## src/rtl/dbg_trig_pkg.sv

```systemverilog
package dbg_trig_pkg;
  localparam int CFG_W  = 32;
  localparam int HALF_W = CFG_W / 2;
  localparam int EN_BIT = 13;
  localparam int CHAIN_BIT = HALF_W + EN_BIT;
  localparam int RESP_MSB = CFG_W - 1;
  localparam int RESP_LSB = CFG_W - 2;

  typedef enum logic [1:0] {
    ST_IDLE = 2'd0,
    ST_L1   = 2'd1,
    ST_L2   = 2'd2,
    ST_DONE = 2'd3
  } trig_st_e;

  typedef enum logic [1:0] {
    RESP_RPT  = 2'd0,
    RESP_HALT = 2'd1,
    RESP_IRQ  = 2'd2,
    RESP_RSV  = 2'd3
  } resp_e;
endpackage

```

## src/rtl/dbg_trig_cond.sv

```systemverilog
module dbg_trig_cond
  import dbg_trig_pkg::*;
#(
  parameter int N_SRC = 3
) (
  input  logic [HALF_W-1:0] half_cfg_i,
  input  logic [N_SRC-1:0]  src_hit_i,
  output logic              hit_o
);
  assign hit_o = half_cfg_i[EN_BIT] & (|(half_cfg_i[N_SRC-1:0] & src_hit_i));
endmodule

```

## src/rtl/dbg_trig_fsm.sv

```systemverilog
module dbg_trig_fsm
  import dbg_trig_pkg::*;
(
  input  logic     clk_i,
  input  logic     rst_ni,
  input  logic     we_i,
  input  logic     new_l1_en_i,
  input  logic     chain_i,
  input  logic     l1_hit_i,
  input  logic     l2_hit_i,
  output trig_st_e st_o,
  output logic     enter_done_o
);
  trig_st_e st_q, st_d;

  always_comb begin
    st_d = st_q;
    if (we_i) begin
      st_d = new_l1_en_i ? ST_L1 : ST_IDLE;
    end else begin
      unique case (st_q)
        ST_L1:   if (l1_hit_i) st_d = chain_i ? ST_L2 : ST_DONE;
        ST_L2:   if (l2_hit_i) st_d = ST_DONE;
        default: st_d = st_q;
      endcase
    end
  end

  always_ff @(posedge clk_i or negedge rst_ni) begin
    if (!rst_ni) st_q <= ST_IDLE;
    else         st_q <= st_d;
  end

  assign st_o         = st_q;
  assign enter_done_o = (st_d == ST_DONE) && (st_q != ST_DONE);
endmodule

```

## src/rtl/dbg_trig_resp.sv

```systemverilog
module dbg_trig_resp
  import dbg_trig_pkg::*;
(
  input  logic       clk_i,
  input  logic       rst_ni,
  input  logic       enter_done_i,
  input  logic [1:0] code_i,
  output logic       rpt_o,
  output logic       halt_o,
  output logic       irq_o
);
  resp_e code;
  assign code = resp_e'(code_i);

  always_ff @(posedge clk_i or negedge rst_ni) begin
    if (!rst_ni) begin
      rpt_o  <= 1'b0;
      halt_o <= 1'b0;
      irq_o  <= 1'b0;
    end else begin
      rpt_o  <= enter_done_i;
      halt_o <= enter_done_i && (code == RESP_HALT);
      irq_o  <= enter_done_i && (code == RESP_IRQ);
    end
  end
endmodule

```

## src/rtl/dbg_trig_seq.sv

```systemverilog
module dbg_trig_seq
  import dbg_trig_pkg::*;
#(
  parameter int N_SRC = 3
) (
  input  logic             clk_i,
  input  logic             rst_ni,
  input  logic             cfg_we_i,
  input  logic [CFG_W-1:0] cfg_wdata_i,
  input  logic [N_SRC-1:0] src_hit_i,
  output logic [1:0]       status_o,
  output logic             rpt_o,
  output logic             halt_o,
  output logic             irq_o
);
  logic [CFG_W-1:0] cfg_q;
  logic [1:0]       lvl_hit;
  trig_st_e         st;
  logic             enter_done;

  always_ff @(posedge clk_i or negedge rst_ni) begin
    if (!rst_ni)       cfg_q <= '0;
    else if (cfg_we_i) cfg_q <= cfg_wdata_i;
  end

  for (genvar g = 0; g < 2; g++) begin : g_lvl
    dbg_trig_cond #(.N_SRC(N_SRC)) u_cond (
      .half_cfg_i (cfg_q[g*HALF_W +: HALF_W]),
      .src_hit_i  (src_hit_i),
      .hit_o      (lvl_hit[g])
    );
  end

  dbg_trig_fsm u_fsm (
    .clk_i        (clk_i),
    .rst_ni       (rst_ni),
    .we_i         (cfg_we_i),
    .new_l1_en_i  (cfg_wdata_i[EN_BIT]),
    .chain_i      (cfg_q[CHAIN_BIT]),
    .l1_hit_i     (lvl_hit[0]),
    .l2_hit_i     (lvl_hit[1]),
    .st_o         (st),
    .enter_done_o (enter_done)
  );

  dbg_trig_resp u_resp (
    .clk_i        (clk_i),
    .rst_ni       (rst_ni),
    .enter_done_i (enter_done),
    .code_i       (cfg_q[RESP_MSB:RESP_LSB]),
    .rpt_o        (rpt_o),
    .halt_o       (halt_o),
    .irq_o        (irq_o)
  );

  assign status_o = st;
endmodule

```

## config.mk

```make
export PLATFORM = sky130hd
export DESIGN_NAME = dbg_trig_seq
export DESIGN_NICKNAME = d
export VERILOG_FILES = /design/src/rtl/dbg_trig_pkg.sv /design/src/rtl/dbg_trig_cond.sv /design/src/rtl/dbg_trig_fsm.sv /design/src/rtl/dbg_trig_resp.sv /design/src/rtl/dbg_trig_seq.sv
export SDC_FILE = /design/constraint.sdc
export NUM_CORES = 1
export LEC_CHECK = 0
export BUFFER_PORTS_ARGS = -buffer_cell sky130_fd_sc_hd__buf_2
export CORE_MARGIN = 5
export CORE_UTILIZATION = 44
export CTS_BUF_LIST = sky130_fd_sc_hd__clkbuf_4
export DETAILED_ROUTE_END_ITERATION = 6
export PLACE_DENSITY_LB_ADDON = 0.3
export SLEW_MARGIN = 20
export SYNTH_ARGS = -nofsm -noshare
export SYNTH_HDL_FRONTEND = slang
export SYNTH_SLANG_ARGS = --single-unit
```

## constraint.sdc

```tcl
create_clock -name clk_i -period 2.2 [get_ports clk_i]
set_clock_uncertainty 0.2 [all_clocks]
set_input_delay 0.44 -clock clk_i [delete_from_list [all_inputs] [get_ports clk_i]]
set_output_delay 0.44 -clock clk_i [all_outputs]
set_load 0.02 [all_outputs]
```

==> out/metrics.yaml, run 1 <==
clock_tree:
  root_buffer: "clkbuf_4"
  htreeDepth: 1
  path_clk_slew_ps: 90
  cts_buffer_depth: 2
  clock_latency_ps: 280
  clock-sinks: 15
  cts_tree: "built"
  cts_buffers: 3
run_status:
  status: "complete, no violations"
synthesis:
  synth.cell_area_um2: 741
  netlist.area_leader.share: 0.507
  yosysSeqAreaShare: 0.507
  synth_top_flop_cell: "dfrtp_1"
  synth_top_cells_by_count: "15 x dfrtp_1, 9 x mux2_2, 4 x ha_1"
  yosysMostFrequentCell: "dfrtp_1"
  synth_area_leaders: "dfrtp_1 51%, mux2_2 14%, ha_1 6.8%"
  syn_inst: 62
  syn-num-nets: 104
  ys_types: 24
  yosysTopAreaCell: "dfrtp_1"
  synth_edf_count: 0
  ys_seq_elements: 15
  synthArstFlopShare: 1.00
  syn_avg_cell_area_um2: 11.9
  yosys_warnings: 0
worst_setup_path:
  path_cells: "ha_1, a211oi_1, a211oi_2, nor4_2, nor4_1"
  worstSetupStartpoint: "u_fsm.st_o[1]"
  worstSetupEndpointType: "flip-flop"
  criticalPathCategory: "flip-flop to flip-flop"
  r2r_start: "u_fsm.st_o[1]"
  critical_path_depth: 5
  arrival_ps: 1970
  worstRegToRegCells: 5
  cp.required_ps: 2150
  critPathTopFamily: "simple AND/OR/NAND/NOR gates"
  start_kind: "flip-flop"
  max_stage_delay_ps: 440
  path_buf_inv: 0
  cp_slowest_cell: "dfrtp_1"
  cp_max_fo: 7
power:
  p_total_w: 0.000678
  p_per_area_nw_per_um2: 752
  p_leak_nw: 0.433
  irDropWorstVdd_v: 0.000472
layout:
  num_antenna_cells: 0
  layout-drive-gt1-share: 0.460
  fin_cells: 103
  fill_cells: 148
  areaGrowthSynthToFinish_pct: 21.6
  nNetsFinal: 130
sta:
  finalHoldViolCount: 0
  period_needed_ps: 2020
  whs_ps: 184
  setup_viol: 0
  fmax_ghz: 0.495
  tightest_slew_ps: 447
  fin_crit_sh: 0.918
  maxSlewViolCount: 0
  grt_setup_unrepaired: "no"
  slew_headroom: 0.700
  setup_tns_ps: 0
place:
  routabilityCongestion: 0.727
  hpwl_um: 1130
  dp_cells: 98
  port_buffers: 20
min_path:
  holdPathStages: 2
  min_path_type: "primary input to flip-flop"
  hold_start: "cfg_wdata_i[18]"
global_route:
  grt_pass1_wl_um: 2580
  grt_usage: 0.132
  antenna_found_initial: 0
  grt_pass1_vias: 568
  grt_max_degree: 16
  globalRouteOverflowTotal: 0
floorplanning:
  row_count: 14
  die_h_um: 51.0
  fp.dieW_um: 51.0
  initial_core_util: 0.475
  die_area_um2: 2600
  pin_count: 43
  core_area_um2: 1560
detailed_routing:
  avgRoutedWirePerCell_um: 14.0
  routed_via_density: 5.34
  dr_total_vias: 550
  wl_um: 1440
  route.detailed.drc: 0
  first_pass_iters: 2
  antenna_left: 0
  drt_iter0_drc: 1
job:
  maxCapViolations: 0
## worst paths after layout
check	endpoint	slack, ps
worst max-delay path	u_resp.halt_o	180
worst min-delay path	cfg_q[18]	180
worst max register to register	u_resp.halt_o	180
worst min register to register	cfg_q[2]	320
max in group asynchronous	u_resp.rpt_o	1160
min in group asynchronous	cfg_q[1]	400
## where the power goes
group	switching, W	leakage, nW	total [W]	internal [W]
clock	0.0000892	0.0177	0.000157	0.0000674
sequential	0.0000165	0.185	0.000318	0.000302
combinational	0.000119	0.230	0.000203	0.0000844
total	0.000224	0.433	0.000678	0.000453
## cells in the final DEF, fill, tap and decap left out
cell type,n
dfrtp_1,15
a211oi_2,1
or3_1,1
inv_2,2
o31ai_1,1
clkbuf_4,3
mux2_2,9
inv_1,3
nand2b_1,2
o41ai_2,1
a21oi_1,1
o21ai_0,3
and4_1,1
dlygate4sd3_1,1
ha_1,4
a22oi_2,1
nand3b_1,1
nand2_1,3
buf_4,1
nor2_1,2
nor4_1,3
nor3_1,3
nor2b_1,1
nor4_2,1
a22oi_1,1
a211oi_1,1
buf_2,20
clkinv_2,1
## flip-flops by register name, summed over array words and instances (netlist names)
name / count
u_resp.rpt_o: 1
cfg_q: 10
u_resp.halt_o: 1
u_resp.irq_o: 1
u_fsm.st_o: 2
## cell type report
class / instances / area [um2] / area share
clock buffers: 3 / 22.5 / 0.0250
clock inverters: 1 / 5.00 / 0.00556
inverters: 5 / 18.8 / 0.0208
multi-input cells: 41 / 342 / 0.379
flip-flops and latches: 15 / 375 / 0.417
well taps: 16 / 20.0 / 0.0222
repair buffers: 22 / 118 / 0.131
## logic make-up after synthesis
family / Yosys count / synth area share
buffers and inverters: 6 / 0.0321
AO/OA/AOI/OAI: 10 / 0.113
multiplexers: 9 / 0.137
flip-flops: 15 / 0.507
AND/OR/NAND/NOR: 18 / 0.144
adder cells (fa/ha/maj): 4 / 0.0676
## layer usage
metal  share of wire  track usage
met2            0.49        0.223
met5               0            0
met1            0.46        0.169
met4          0.0055       0.0269
met3           0.044       0.0349
## per-stage QoR
stage / area, um2 / worst slack [ps] / utilization
2_1_floorplan: 741 / 148 / -
6_report: 901 / 181 / 0.578
5_1_grt: 901 / 21.5 / 0.578
3_3_place_gp: 863 / 263 / 0.554
3_5_place_dp: 863 / 163 / 0.554
4_1_cts: 901 / 152 / 0.578
## timing repair
item                                   in CTS  in global routing
setup buffers                               0                  0
gates resized for setup                     0                  0
endpoints found under the hold margin      15                  0
hold buffers                                1                  0
Power figures use the tool's default switching activity.
==> run 2: changes to the inputs <==
==> constraint.sdc (replaced) <==
create_clock -name clk_i -period 2.2 [get_ports clk_i]
set_clock_uncertainty 0.2 [all_clocks]
set_input_delay 0.44 -clock clk_i [delete_from_list [all_inputs] [get_ports clk_i]]
set_output_delay 0.44 -clock clk_i [all_outputs]
set_load 0.05 [all_outputs]
==> out/metrics.yaml, run 2 (synthesis results as in run 1) <==
global_route:
  grt_pass1_vias: 539  # -5.1%
  grt_pass1_wl_um: 2360  # -8.6%
  grt_usage: 0.120  # -0.0122
  globalRouteOverflowTotal: 0  # unchanged
  antenna_found_initial: 0  # unchanged
  grt_max_degree: 16  # unchanged
sta:
  fin_crit_sh: 0.904  # -0.0133
  tightest_slew_ps: 393  # -53.8 ps
  setup_viol: 0  # unchanged
  maxSlewViolCount: 0  # unchanged
  period_needed_ps: 1990  # -29.3 ps
  setup_tns_ps: 0  # unchanged
  finalHoldViolCount: 0  # unchanged
  slew_headroom: 0.736  # +0.0362
  whs_ps: 189  # +4.73 ps
  grt_setup_unrepaired: "no"
  fmax_ghz: 0.503  # +1.5%
floorplanning:
  core_area_um2: 1560  # unchanged
  fp.dieW_um: 51.0  # unchanged
  pin_count: 43  # unchanged
  die_h_um: 51.0  # unchanged
  initial_core_util: 0.475  # unchanged
  die_area_um2: 2600  # unchanged
  row_count: 14  # unchanged
job:
  maxCapViolations: 0  # unchanged
clock_tree:
  clock-sinks: 15  # unchanged
  path_clk_slew_ps: 90  # about the same
  cts_tree: "built"
  cts_buffer_depth: 2  # unchanged
  root_buffer: "clkbuf_4"
  clock_latency_ps: 270  # about the same
  htreeDepth: 1  # unchanged
  post_cts.repair.setup_buffers: 0  # unchanged
  cts_buffers: 3  # unchanged
detailed_routing:
  dr_total_vias: 547  # -0.55%
  first_pass_iters: 4  # +2
  antenna_left: 0  # unchanged
  route.detailed.drc: 0  # unchanged
  wl_um: 1360  # -5.5%
  routed_via_density: 5.31  # -0.55%
  avgRoutedWirePerCell_um: 13.2  # -5.5%
  drt_iter0_drc: 12  # +11
layout:
  fill_cells: 147  # -0.68%
  areaGrowthSynthToFinish_pct: 22.1
  nNetsFinal: 130  # unchanged
  layout-drive-gt1-share: 0.471  # +0.0115
  mostFrequentLayoutCells: "20 x buf_2, 14 x dfrtp_1, 9 x mux2_2"
  fin_cells: 103  # unchanged
  largest_reg_flops: 10  # unchanged
  num_antenna_cells: 0  # unchanged
  layout_commonest_cell: "buf_2"
  top_register: "cfg_q"
place:
  hpwl_um: 1090  # -4.2%
  port_buffers: 20  # unchanged
  routabilityCongestion: 0.721  # -0.84%
  dp_cells: 98  # unchanged
worst_setup_path:
  arrival_ps: 1930  # -40 ps
  cp_max_fo: 7  # unchanged
  reg2reg_setup_slack_ps: 210  # +30 ps
  start_kind: "flip-flop"
  criticalPathCategory: "flip-flop to flip-flop"
  cp.required_ps: 2140  # about the same
  worstSetupEndpointType: "flip-flop"
  r2r_start: "u_fsm.st_o[1]"
  worstSetupStartpoint: "u_fsm.st_o[1]"
power:
  p_per_area_nw_per_um2: 774  # +2.9%
  irDropWorstVdd_v: 0.000434  # -8.2%
  p_leak_nw: 0.433  # -0.11%
min_path:
  hold_start: "cfg_wdata_i[17]"
  min_path_type: "primary input to flip-flop"
run_status:
  status: "complete, no violations"
-- run 2: changes by cell type in the layout (fill, tap and decap cells not counted), sizes merged --
cell    previous run  this run
clkbuf             3         4
clkinv             1         0
-- run 2: repair_timing --
| action | in CTS | in global routing |
|---|---|---|
| hold buffers | 1 | 0 |
| hold endpoints to repair | 15 | 0 |
| resized for setup | 0 | 0 |
-- run 2: power breakdown --
| group | internal, W | switching (W) | leakage [nW] |
|---|---|---|---|
| registers | 0.000302 | 0.0000162 | 0.184 |
| logic | 0.0000842 | 0.000133 | 0.230 |
| clock network | 0.0000825 | 0.0000824 | 0.0184 |
-- run 2: worst paths after layout --
kind	end	cells after the start
setup / recovery	u_resp.rpt_o	5
hold / removal	cfg_q[17]	2
setup reg to reg	u_resp.rpt_o	5
hold reg to reg	cfg_q[17]	1
max in group asynchronous	u_fsm.st_o[0]	2
min in group asynchronous	cfg_q[16]	2
-- run 2: stage by stage --
| step | worst slack, ps | cell area (um2) | total power (W) | utilization |
|---|---|---|---|---|
| after CTS | 202 | 905 | 0.000710 | 0.580 |
| after floorplan | 100 | 742 | 0.000477 | - |
| after detailed placement | 215 | 865 | 0.000541 | 0.555 |
| after global routing | 66.0 | 905 | 0.000751 | 0.580 |
| final | 210 | 905 | 0.000700 | 0.580 |
| after global placement | 260 | 865 | 0.000535 | 0.555 |
-- run 2: final cells by class --
| cell class | instances | area, um2 | area share |
|---|---|---|---|
| inverters | 5 | 18.8 | 0.0207 |
| repair buffers | 22 | 118 | 0.130 |
| flip-flops and latches | 15 | 377 | 0.416 |
| clock buffers | 4 | 30.0 | 0.0332 |
| well taps | 16 | 20.0 | 0.0221 |
| multi-input cells | 41 | 342 | 0.378 |
-- run 2: worst max-delay path, stage by stage (launching register included) --
cell	delay [ps]
dfrtp_1	440
ha_1	380
a211oi_1	300
a211oi_2	120
nor4_2	300
nor3_1	120
-- run 2: layer usage --
| layer | vias up | GRT usage | wire, um |
|---|---|---|---|
| li1 | 276 | - | - |
| met1 | 254 | 0.150 | 594 |
| met2 | 15 | 0.193 | 667 |
| met3 | 2 | 0.0233 | 84 |
| met4 | 0 | 0.0673 | 18 |
| met5 | - | 0 | 0 |
